**config.mk**
```make
export PLATFORM = sky130hd
export DESIGN_NAME = five_level_stage
export DESIGN_NICKNAME = d
export VERILOG_FILES = /design/src/rtl/fls_pkg.sv /design/src/rtl/fls_offset_bank.sv /design/src/rtl/fls_decide.sv /design/src/rtl/fls_residue.sv /design/src/rtl/five_level_stage.sv
export SDC_FILE = /design/constraint.sdc
export NUM_CORES = 1
export LEC_CHECK = 0
export BUFFER_PORTS_ARGS = -buffer_cell sky130_fd_sc_hd__buf_2
export CAP_MARGIN = 20
export CORE_ASPECT_RATIO = 1.75
export CORE_UTILIZATION = 49
export DETAILED_ROUTE_END_ITERATION = 7
export PLACE_DENSITY = 0.69
export SETUP_SLACK_MARGIN = 0.15
export SLEW_MARGIN = 10
export SYNTH_ARGS = -nofsm -noshare
export SYNTH_HDL_FRONTEND = slang
export SYNTH_HIERARCHICAL = 1
export SYNTH_SLANG_ARGS = --single-unit
```
**constraint.sdc**
```tcl
create_clock -name clk -period 7.7 [get_ports clk]
set_input_delay 0.77 -clock clk [delete_from_list [all_inputs] [get_ports clk]]
set_output_delay 0.77 -clock clk [all_outputs]
set_load 0.005 [all_outputs]
```
**src/rtl/fls_pkg.sv**
```systemverilog
package fls_pkg;
  localparam int NUM_THR = 4;
  localparam int IDX_W   = 2;
  localparam int CODE_W  = 3;
  localparam int GUARD   = 3;
  typedef logic [CODE_W-1:0] code_t;
endpackage

```
**src/rtl/fls_offset_bank.sv**
```systemverilog
module fls_offset_bank
  import fls_pkg::*;
#(
  parameter int DATA_W = 16
) (
  input  logic                        clk,
  input  logic                        rst_n,
  input  logic                        idle,
  input  logic                        cfg_we,
  input  logic [IDX_W-1:0]            cfg_sel,
  input  logic [DATA_W-1:0]           cfg_offset,
  output logic [NUM_THR*DATA_W-1:0]   offs_flat
);
  for (genvar k = 0; k < NUM_THR; k++) begin : g_reg
    logic [DATA_W-1:0] off_q;
    always_ff @(posedge clk) begin
      if (!rst_n)
        off_q <= '0;
      else if (cfg_we && idle && (cfg_sel == IDX_W'(k)))
        off_q <= cfg_offset;
    end
    assign offs_flat[k*DATA_W +: DATA_W] = off_q;
  end

  // a write while busy must leave the bank untouched
  assert_busy_write_ignored_R9: assert property (@(posedge clk) disable iff (!rst_n)
    (cfg_we && !idle) |=> $stable(offs_flat));
endmodule

```
**src/rtl/fls_decide.sv**
```systemverilog
module fls_decide
  import fls_pkg::*;
#(
  parameter int DATA_W    = 16,
  parameter int VREF_LOG2 = 12
) (
  input  logic signed [DATA_W-1:0]     sample,
  input  logic [NUM_THR*DATA_W-1:0]    offs_flat,
  output code_t                        code
);
  localparam int EXT_W = DATA_W + GUARD;

  logic signed [EXT_W-1:0] x_ext;
  logic [NUM_THR-1:0]      hit;

  assign x_ext = {{GUARD{sample[DATA_W-1]}}, sample};

  for (genvar k = 0; k < NUM_THR; k++) begin : g_cmp
    localparam int IDEAL_I = ((2 * k - 3) * (1 << VREF_LOG2)) / 4;
    localparam logic signed [EXT_W-1:0] IDEAL = EXT_W'(IDEAL_I);
    logic [DATA_W-1:0]       off_raw;
    logic signed [EXT_W-1:0] eff;
    assign off_raw = offs_flat[k*DATA_W +: DATA_W];
    assign eff     = IDEAL + {{GUARD{off_raw[DATA_W-1]}}, off_raw};
    assign hit[k]  = (x_ext >= eff);
  end

  always_comb begin
    code = '0;
    for (int k = 0; k < NUM_THR; k++)
      code = code + code_t'(hit[k]);
  end
endmodule

```
**src/rtl/fls_residue.sv**
```systemverilog
module fls_residue
  import fls_pkg::*;
#(
  parameter int DATA_W    = 16,
  parameter int VREF_LOG2 = 12
) (
  input  logic signed [DATA_W-1:0] sample,
  input  code_t                    code,
  output logic signed [DATA_W-1:0] residue,
  output logic                     sat
);
  localparam int EXT_W = DATA_W + GUARD;
  localparam logic signed [EXT_W-1:0] VREF1 = EXT_W'(1 << VREF_LOG2);
  localparam logic signed [EXT_W-1:0] VREF2 = EXT_W'(2 << VREF_LOG2);
  localparam logic signed [EXT_W-1:0] MAXV  = EXT_W'((1 << (DATA_W - 1)) - 1);
  localparam logic signed [EXT_W-1:0] MINV  = -MAXV - EXT_W'(1);

  logic signed [EXT_W-1:0] x2;
  logic signed [EXT_W-1:0] step;
  logic signed [EXT_W-1:0] wide;

  assign x2 = {{(GUARD-1){sample[DATA_W-1]}}, sample, 1'b0};

  always_comb begin
    case (code)
      3'd0:    step = VREF2;
      3'd1:    step = VREF1;
      3'd3:    step = -VREF1;
      3'd4:    step = -VREF2;
      default: step = '0;
    endcase
  end

  assign wide = x2 + step;

  always_comb begin
    sat = 1'b0;
    residue = wide[DATA_W-1:0];
    if (wide > MAXV) begin
      sat = 1'b1;
      residue = MAXV[DATA_W-1:0];
    end else if (wide < MINV) begin
      sat = 1'b1;
      residue = MINV[DATA_W-1:0];
    end
  end
endmodule

```
**src/rtl/five_level_stage.sv**
```systemverilog
module five_level_stage
  import fls_pkg::*;
#(
  parameter int DATA_W    = 16,
  parameter int VREF_LOG2 = 12
) (
  input  logic                 clk,
  input  logic                 rst_n,
  input  logic                 in_valid,
  output logic                 in_ready,
  input  logic [DATA_W-1:0]    in_sample,
  output logic                 out_valid,
  input  logic                 out_ready,
  output logic [CODE_W-1:0]    out_code,
  output logic [DATA_W-1:0]    out_residue,
  input  logic                 cfg_we,
  input  logic [IDX_W-1:0]     cfg_sel,
  input  logic [DATA_W-1:0]    cfg_offset,
  output logic                 sat_sticky
);
  localparam int IN_LIM  = (5 * (1 << VREF_LOG2)) / 4;
  localparam int OFF_LIM = (3 * (1 << VREF_LOG2)) / 8;

  logic                      accept;
  logic                      idle;
  logic [NUM_THR*DATA_W-1:0] offs_flat;
  code_t                     code_w;
  logic signed [DATA_W-1:0]  res_w;
  logic                      sat_w;

  assign in_ready = !out_valid || out_ready;
  assign accept   = in_valid && in_ready;
  assign idle     = !out_valid && !in_valid;

  fls_offset_bank #(.DATA_W(DATA_W)) u_bank (
    .clk(clk), .rst_n(rst_n), .idle(idle), .cfg_we(cfg_we),
    .cfg_sel(cfg_sel), .cfg_offset(cfg_offset), .offs_flat(offs_flat)
  );

  fls_decide #(.DATA_W(DATA_W), .VREF_LOG2(VREF_LOG2)) u_decide (
    .sample(in_sample), .offs_flat(offs_flat), .code(code_w)
  );

  fls_residue #(.DATA_W(DATA_W), .VREF_LOG2(VREF_LOG2)) u_res (
    .sample(in_sample), .code(code_w), .residue(res_w), .sat(sat_w)
  );

  always_ff @(posedge clk) begin
    if (!rst_n) begin
      out_valid   <= 1'b0;
      out_code    <= '0;
      out_residue <= '0;
      sat_sticky  <= 1'b0;
    end else if (accept) begin
      out_valid   <= 1'b1;
      out_code    <= code_w;
      out_residue <= res_w;
      if (sat_w) sat_stick_set();
    end else if (out_ready) begin
      out_valid   <= 1'b0;
    end
  end

  task automatic sat_stick_set();
    sat_sticky <= 1'b1;
  endtask

  // Bound check inputs: sample and all offsets inside their tolerance windows
  logic in_bounds;
  always_comb begin
    in_bounds = ($signed(in_sample) <= IN_LIM) && ($signed(in_sample) >= -IN_LIM);
    for (int k = 0; k < NUM_THR; k++) begin
      if (($signed(offs_flat[k*DATA_W +: DATA_W]) > OFF_LIM) ||
          ($signed(offs_flat[k*DATA_W +: DATA_W]) < -OFF_LIM))
        in_bounds = 1'b0;
    end
  end

  assert_residue_in_window_R5: assert property (@(posedge clk) disable iff (!rst_n)
    (accept && in_bounds) |=> (($signed(out_residue) <= IN_LIM) && ($signed(out_residue) >= -IN_LIM)));

  assert_code_range_R2: assert property (@(posedge clk) disable iff (!rst_n)
    out_valid |-> (out_code <= 3'd4));

  assert_one_cycle_latency_R7: assert property (@(posedge clk) disable iff (!rst_n)
    accept |=> out_valid);

  assert_hold_when_stalled_R8: assert property (@(posedge clk) disable iff (!rst_n)
    (out_valid && !out_ready) |=> (out_valid && $stable(out_code) && $stable(out_residue)));

  assert_ready_when_empty_R8: assert property (@(posedge clk) disable iff (!rst_n)
    !out_valid |-> in_ready);

  assert_sticky_never_clears_R6: assert property (@(posedge clk) disable iff (!rst_n)
    !$fell(sat_sticky));
endmodule

```
### Word-level counts from Yosys, hierarchy flattened

Cells that the tools add are included.

| word-level totals | value |
|---|---|
| bits in registers | 85 |
| output and inout port bits | 22 |
| word-level logic and storage cells | 49 |

| operators by class | value |
|---|---|
| equality and inequality tests | 6 |
| multiplexer cells | 7 |
| $add $sub $neg | 8 |
| magnitude comparators | 6 |
| reduce and logical (&&, ||, !) cells | 14 |

Operators with widths:

| cell | count |
|---|---|
| $pmux 19 s4 | 1 |
| $ge 16x17->1 | 4 |
| $add 13x16->17 const A | 2 |
| $mux 16 | 2 |
| $add 17x19->19 | 1 |
| $gt 19x16->1 const B | 1 |
| $lt 19x16->1 const B | 1 |
| $add 11x16->17 const A | 1 |
| $add 12x16->17 const A | 1 |
| $logic_and 1x1->1 | 7 |
| $add 3x1->3 | 2 |
| $eq 2x2->1 const B | 2 |
| $mux 1 | 4 |
| $eq 3x1->1 const B | 1 |
| $eq 3x2->1 const B | 1 |
| $eq 3x3->1 const B | 1 |
| $logic_not 3->1 | 1 |
| $add 1x1->2 | 1 |
| $eq 2x1->1 const B | 1 |
| $logic_not 1->1 | 2 |
| $logic_not 2->1 | 1 |
| $reduce_and 2->1 | 1 |
| $reduce_bool 2->1 | 1 |
| $logic_or 1x1->1 | 1 |

### Depth between registers and ports, before layout

| logic depth | value |
|---|---|
| word-level depth | 12 |
| depth in mapped cells | 26 |

### Cells and area by module

The synthesis kept the hierarchy.

By module, submodules not included:

| module | seq. area each (um^2) | area an instance (um^2) | cells an instance | times used |
|---|---|---|---|---|
| fls_offset_bank | 1281.2 | 2368.5 | 228 | 1 |
| fls_decide | 0.0 | 1949.4 | 255 | 1 |
| five_level_stage | 420.4 | 858.3 | 91 | 1 |
| fls_residue | 0.0 | 410.4 | 53 | 1 |

### Worst setup path after synthesis

Ideal clock, no wire load.

| path | value |
|---|---|
| path kind | reg2reg |
| start | register u_bank.g_reg[0].off_q[10] |
| end | register out_residue[4] |
| arrival | 4.859 ns |
| cell stages (with the launch flop) | 25 |
| data required time | 7.628 ns |
| path buffers | 1 |
| library setup time | 0.072 ns |
| path slack | 2.769 ns |
| path through | dfxtp_1 ha_1 nor4_1 nor2_1 ha_1 nand3_1 nor4_1 a221oi_1 nand4b_1 a32o_1 fa_1 ha_1 ha_1 nor2b_1 and2_1 nor2_1 fa_1 nand2b_1 a21oi_4 o21ai_1 a21oi_1 buf_4 a21o_1 nand2_1 mux2i_1 |

| between the ends | value |
|---|---|
| word-level cells in the longest chain between the ends | 11 |
| elaborated cells between the ends (all ways) | 15 |
| classes of those cells | 5 x add/sub; 3 x order compare; 3 x eq/ne; 3 x mux; 1 x reduce/logical |

RTL lines:

| element | RTL line | source |
|---|---|---|
| start: declaration | fls_offset_bank.sv:15 | `logic [DATA_W-1:0] off_q;` |
| start signal: assignment | fls_offset_bank.sv:20 | `off_q <= cfg_offset;` |
| $add 13x16->17 * | fls_decide.sv:24 | `assign eff = IDEAL + {{GUARD{off_raw[DATA_W-1]}}, off_raw};` |
| $ge 16x17->1 * | fls_decide.sv:25 | `assign hit[k] = (x_ext >= eff);` |
| $add 1x1->2 * | fls_decide.sv:31 | `code = code + code_t'(hit[k]);` |
| $add 3x1->3 * (2 in series) | fls_decide.sv:31 |  |
| via code_w[2] | five_level_stage.sv:27 | `code_t code_w;` |
| $eq 3x3->1 (tied with other cells) | fls_residue.sv:25 | `case (code)` |
| $pmux 19 s4 * | fls_residue.sv:25 |  |
| $add 17x19->19 * | fls_residue.sv:34 | `assign wide = x2 + step;` |
| $lt 19x16->1 | fls_residue.sv:42 | `end else if (wide < MINV) begin` |
| $mux 16 | fls_residue.sv:42 |  |
| $mux 16 * | fls_residue.sv:39 | `if (wide > MAXV) begin` |
| via res_w[4] | five_level_stage.sv:28 | `logic signed [DATA_W-1:0] res_w;` |
| end signal: assignment | five_level_stage.sv:57 | `out_residue <= res_w;` |
| end: declaration | five_level_stage.sv:15 | `output logic [DATA_W-1:0] out_residue,` |

The timed path passes the listed nets; every way through them passes the cells marked *.
A chain may end at the register's enable or synchronous reset.

### Worst setup path in the final report

| path | value |
|---|---|
| start | register u_bank.g_reg[0].off_q[10] |
| end | register out_residue[14] |

Same word-level chain as after synthesis.

==> results_dict.tcl <==
set metrics [dict create \
    status "finished clean" \
    num_vias 4539 \
    cp_common_cell "ha_1" \
    grt_pass1_wl_um 21930 \
    cts_resized 0 \
    finalSetupTns_ns 0 \
    fin_crit_sh_pct 73.64 \
    avgSynthCellArea_um2 8.910 \
    drv_slew 0 \
    ctsHoldBuffers 0 \
    irDropWorstVdd_mv 0.2217 \
    cts_root_buf "clkbuf_16" \
    ant_nets 0 \
    wire_per_inst_um 16.27 \
    ys_warn_count 6 \
    critPathKind "flip-flop to flip-flop" \
    grt_max_degree 88 \
    cts_htree_levels 3 \
    critPathLaunch "u_bank/g_reg[0].off_q[10]" \
    syn_area_mm2 0.005587 \
    die_y_um 143.3 \
    clk-insertion-delay-late_ns 0.34 \
    final_hold_viol_count 0 \
    cp-end-kind "flip-flop" \
    worst-path-buf-inv 0 \
    path_delay_family "compound AO/OA/AOI/OAI gates" \
    final_area_mm2 0.006173 \
    io_pins 61 \
    cts.clk_slew.worst_paths_ns 0.06 \
    pre_cts_ws_ns 1.659 \
    core_mm2 0.01110 \
    grt_usage_pct 24.68 \
    power.leakage_nw 2.990 \
    port_buffers 60 \
    die_area_mm2 0.01185 \
    clockBufferDepth 2 \
    max_clock_freq_mhz 176.4 \
    hpwl_um 10080 \
    setup_viol 0 \
    cts_tree "built" \
    area_growth_pct 10.50 \
    reg2reg_from "u_bank/g_reg[0].off_q[10]" \
    grt_overflow 0 \
    postPlaceCellArea_mm2 0.005899 \
    synth_fp_nets 747 \
    rows 51 \
    layout.nets 798 \
    start_kind "flip-flop" \
    postSynthCellCount 627 \
    total_power_mw 1.502 \
    critPathRequiredTime_ns 7.97 \
    path_cells "ha_1 > nor4_1 > nor2_1 > ha_1 > nand3_1 > nor4_1 > a221oi_1 > nand4b_1 > a32o_1 > fa_1 > ha_1 > nor2b_1 > and2_1 > a21o_1 > ha_1 > a21oi_1 > a21bo_2 > nand2_1 > a221oi_4 > a31o_2 > nand2_1 > mux2i_1" \
    cts_setup_buffers 0 \
    fin_skew_ns 0.007907 \
    start_util_pct 50.32 \
    setup_ws_ns 2.030 \
    drt_pass1_iterations 4 \
    gp_congestion 0.8478 \
    max_stage_delay_ns 0.64 \
    dp_cells 798 \
    ys_ff_latch 85 \
    diodes 0 \
    drive_gt1_share_pct 12.90 \
    drt_wl_total_um 13250 \
    synthFlopType "dfxtp_1" \
    cts_sinks 85 \
    worstHoldStart "out_residue[4]" \
    antenna_found_initial 0 \
    async_reset_ff_share_pct 0 \
    slowest_stage "a221oi_4" \
    rsz0062_at_grt "no" \
    fin_cells 814 \
    drtIter0Drc 192 \
    synth-edff-count 0 \
    cts_made_buffers 9 \
    hold_class "flip-flop to flip-flop" \
    arrival_ns 5.94 \
    relSlewSlack_pct 29.02 \
    yosysUniqueCellTypes 52 \
    yosysSeqAreaShare_pct 30.46 \
    first_global_vias 4739 \
    min_period_ns 5.671 \
    viasPerCell 5.576 \
    drv_cap 0 \
    tightest_slew_ns 1.065 \
    crit_fanout 16 \
    drc 0 \
    die_w_um 82.72 \
    powerDensity_mw_per_mm2 243.4 \
]
Yosys cell counts (2+ instances only):
cell type	number	share of area (%)
dfxtp_1	85	30
buf_2	5	0.45
xnor2_1	8	1.3
a21oi_1	25	2.2
nor2_1	17	1.1
nor4_1	3	0.34
a21o_1	25	3.4
inv_1	52	3.5
nand2b_4	2	0.49
a221oi_1	2	0.31
nand2_1	129	8.7
xor2_1	8	1.3
nand2b_1	9	1.0
nand4b_1	4	0.63
buf_6	6	1.2
nand3_1	8	0.72
a41oi_1	2	0.31
mux2i_1	83	15
a211oi_1	2	0.27
fa_1	2	0.72
nand4_1	9	1.0
clkbuf_1	10	0.67
nor2b_1	3	0.34
nor3_1	5	0.45
buf_12	2	0.72
o211ai_1	3	0.40
and3_1	2	0.22
ha_1	79	18
o21ai_0	11	0.99
nand3b_1	2	0.27
a31oi_1	3	0.34
worst min-delay path: cells and delay by family (launching register included):
family | cells | cell delay [ns]
mux | 1 | 0.05
simple gates | 1 | 0.05
flops | 1 | 0.30
metrics by stage:
step	util, %	hold slack [ns]
CTS	55.53	0.4549
global route	55.60	0.4792
detailed placement	53.13	0.4436
floorplan	-	0.4347
global placement	53.13	0.4409
finish	55.60	0.4519
metal layers:
metal  wire length, µm  GRT usage (%)  part of all wire [%]
met1              5485          28.12                    41
met2              6906          43.62                    52
met3               428          4.920                   3.2
met4               427          9.710                   3.2
met5                 0              0                     0
where the power goes:
part	switching [mW]	internal (mW)
clock	0.174	0.223
sequential	0.0252	0.491
combinational	0.325	0.266
total	0.523	0.979
cells by family after synthesis:
logic type | count (synthesis) | synth area share (%)
and+or+nand+nor | 199 | 16.28
AOI/OAI and AO/OA | 87 | 10.80
DFF | 85 | 30.46
muxes | 83 | 14.87
adders and majority gates | 81 | 18.41
buffers and inverters | 76 | 6.674
xor gates and xnor gates | 16 | 2.508
cell usage in the layout (no fill, tap or decap), drive strengths merged, types with 2 or more instances in the layout:
cell / n
a31oi: 3
mux2i: 83
a21o: 25
a21oi: 26
inv: 52
o21ai: 12
o211ai: 3
dfxtp: 85
a221oi: 3
nand3b: 2
nand4b: 4
xor2: 8
nand4: 10
nor4: 3
clkbuf: 10
nor3: 5
and3: 2
nand3: 8
fa: 2
clkinv: 4
nor2: 17
nand2b: 11
nor2b: 3
xnor2: 8
a41oi: 2
nand2: 129
and2: 2
a211oi: 3
buf: 64
ha: 79
state kept, by name, indices dropped and copies added, names as in the netlist:
name	cells
u_bank/g.off_q	64
out_residue	16
out_code	3
out_valid	1
sat_sticky	1
path summary, 6_finish.rpt:
| kind | end | slack (ns) | cells past startpoint |
|---|---|---|---|
| min reg2reg | out_residue[4] | 0.45 | 2 |
| max | out_residue[14] | 2.03 | 22 |
| max reg2reg | out_residue[14] | 2.03 | 22 |
| min | out_residue[4] | 0.45 | 2 |
layout make-up:
class | count | area (µm²)
clock buffers | 10 | 239.0
clock inverters | 5 | 27.53
fillers | 1058 | 4930
inverters | 52 | 195.2
multi-input cells | 466 | 3512
flip-flops and latches | 85 | 1702
well taps | 132 | 165.2
repair buffers | 64 | 332.8
Power figures use the tool's default switching activity.
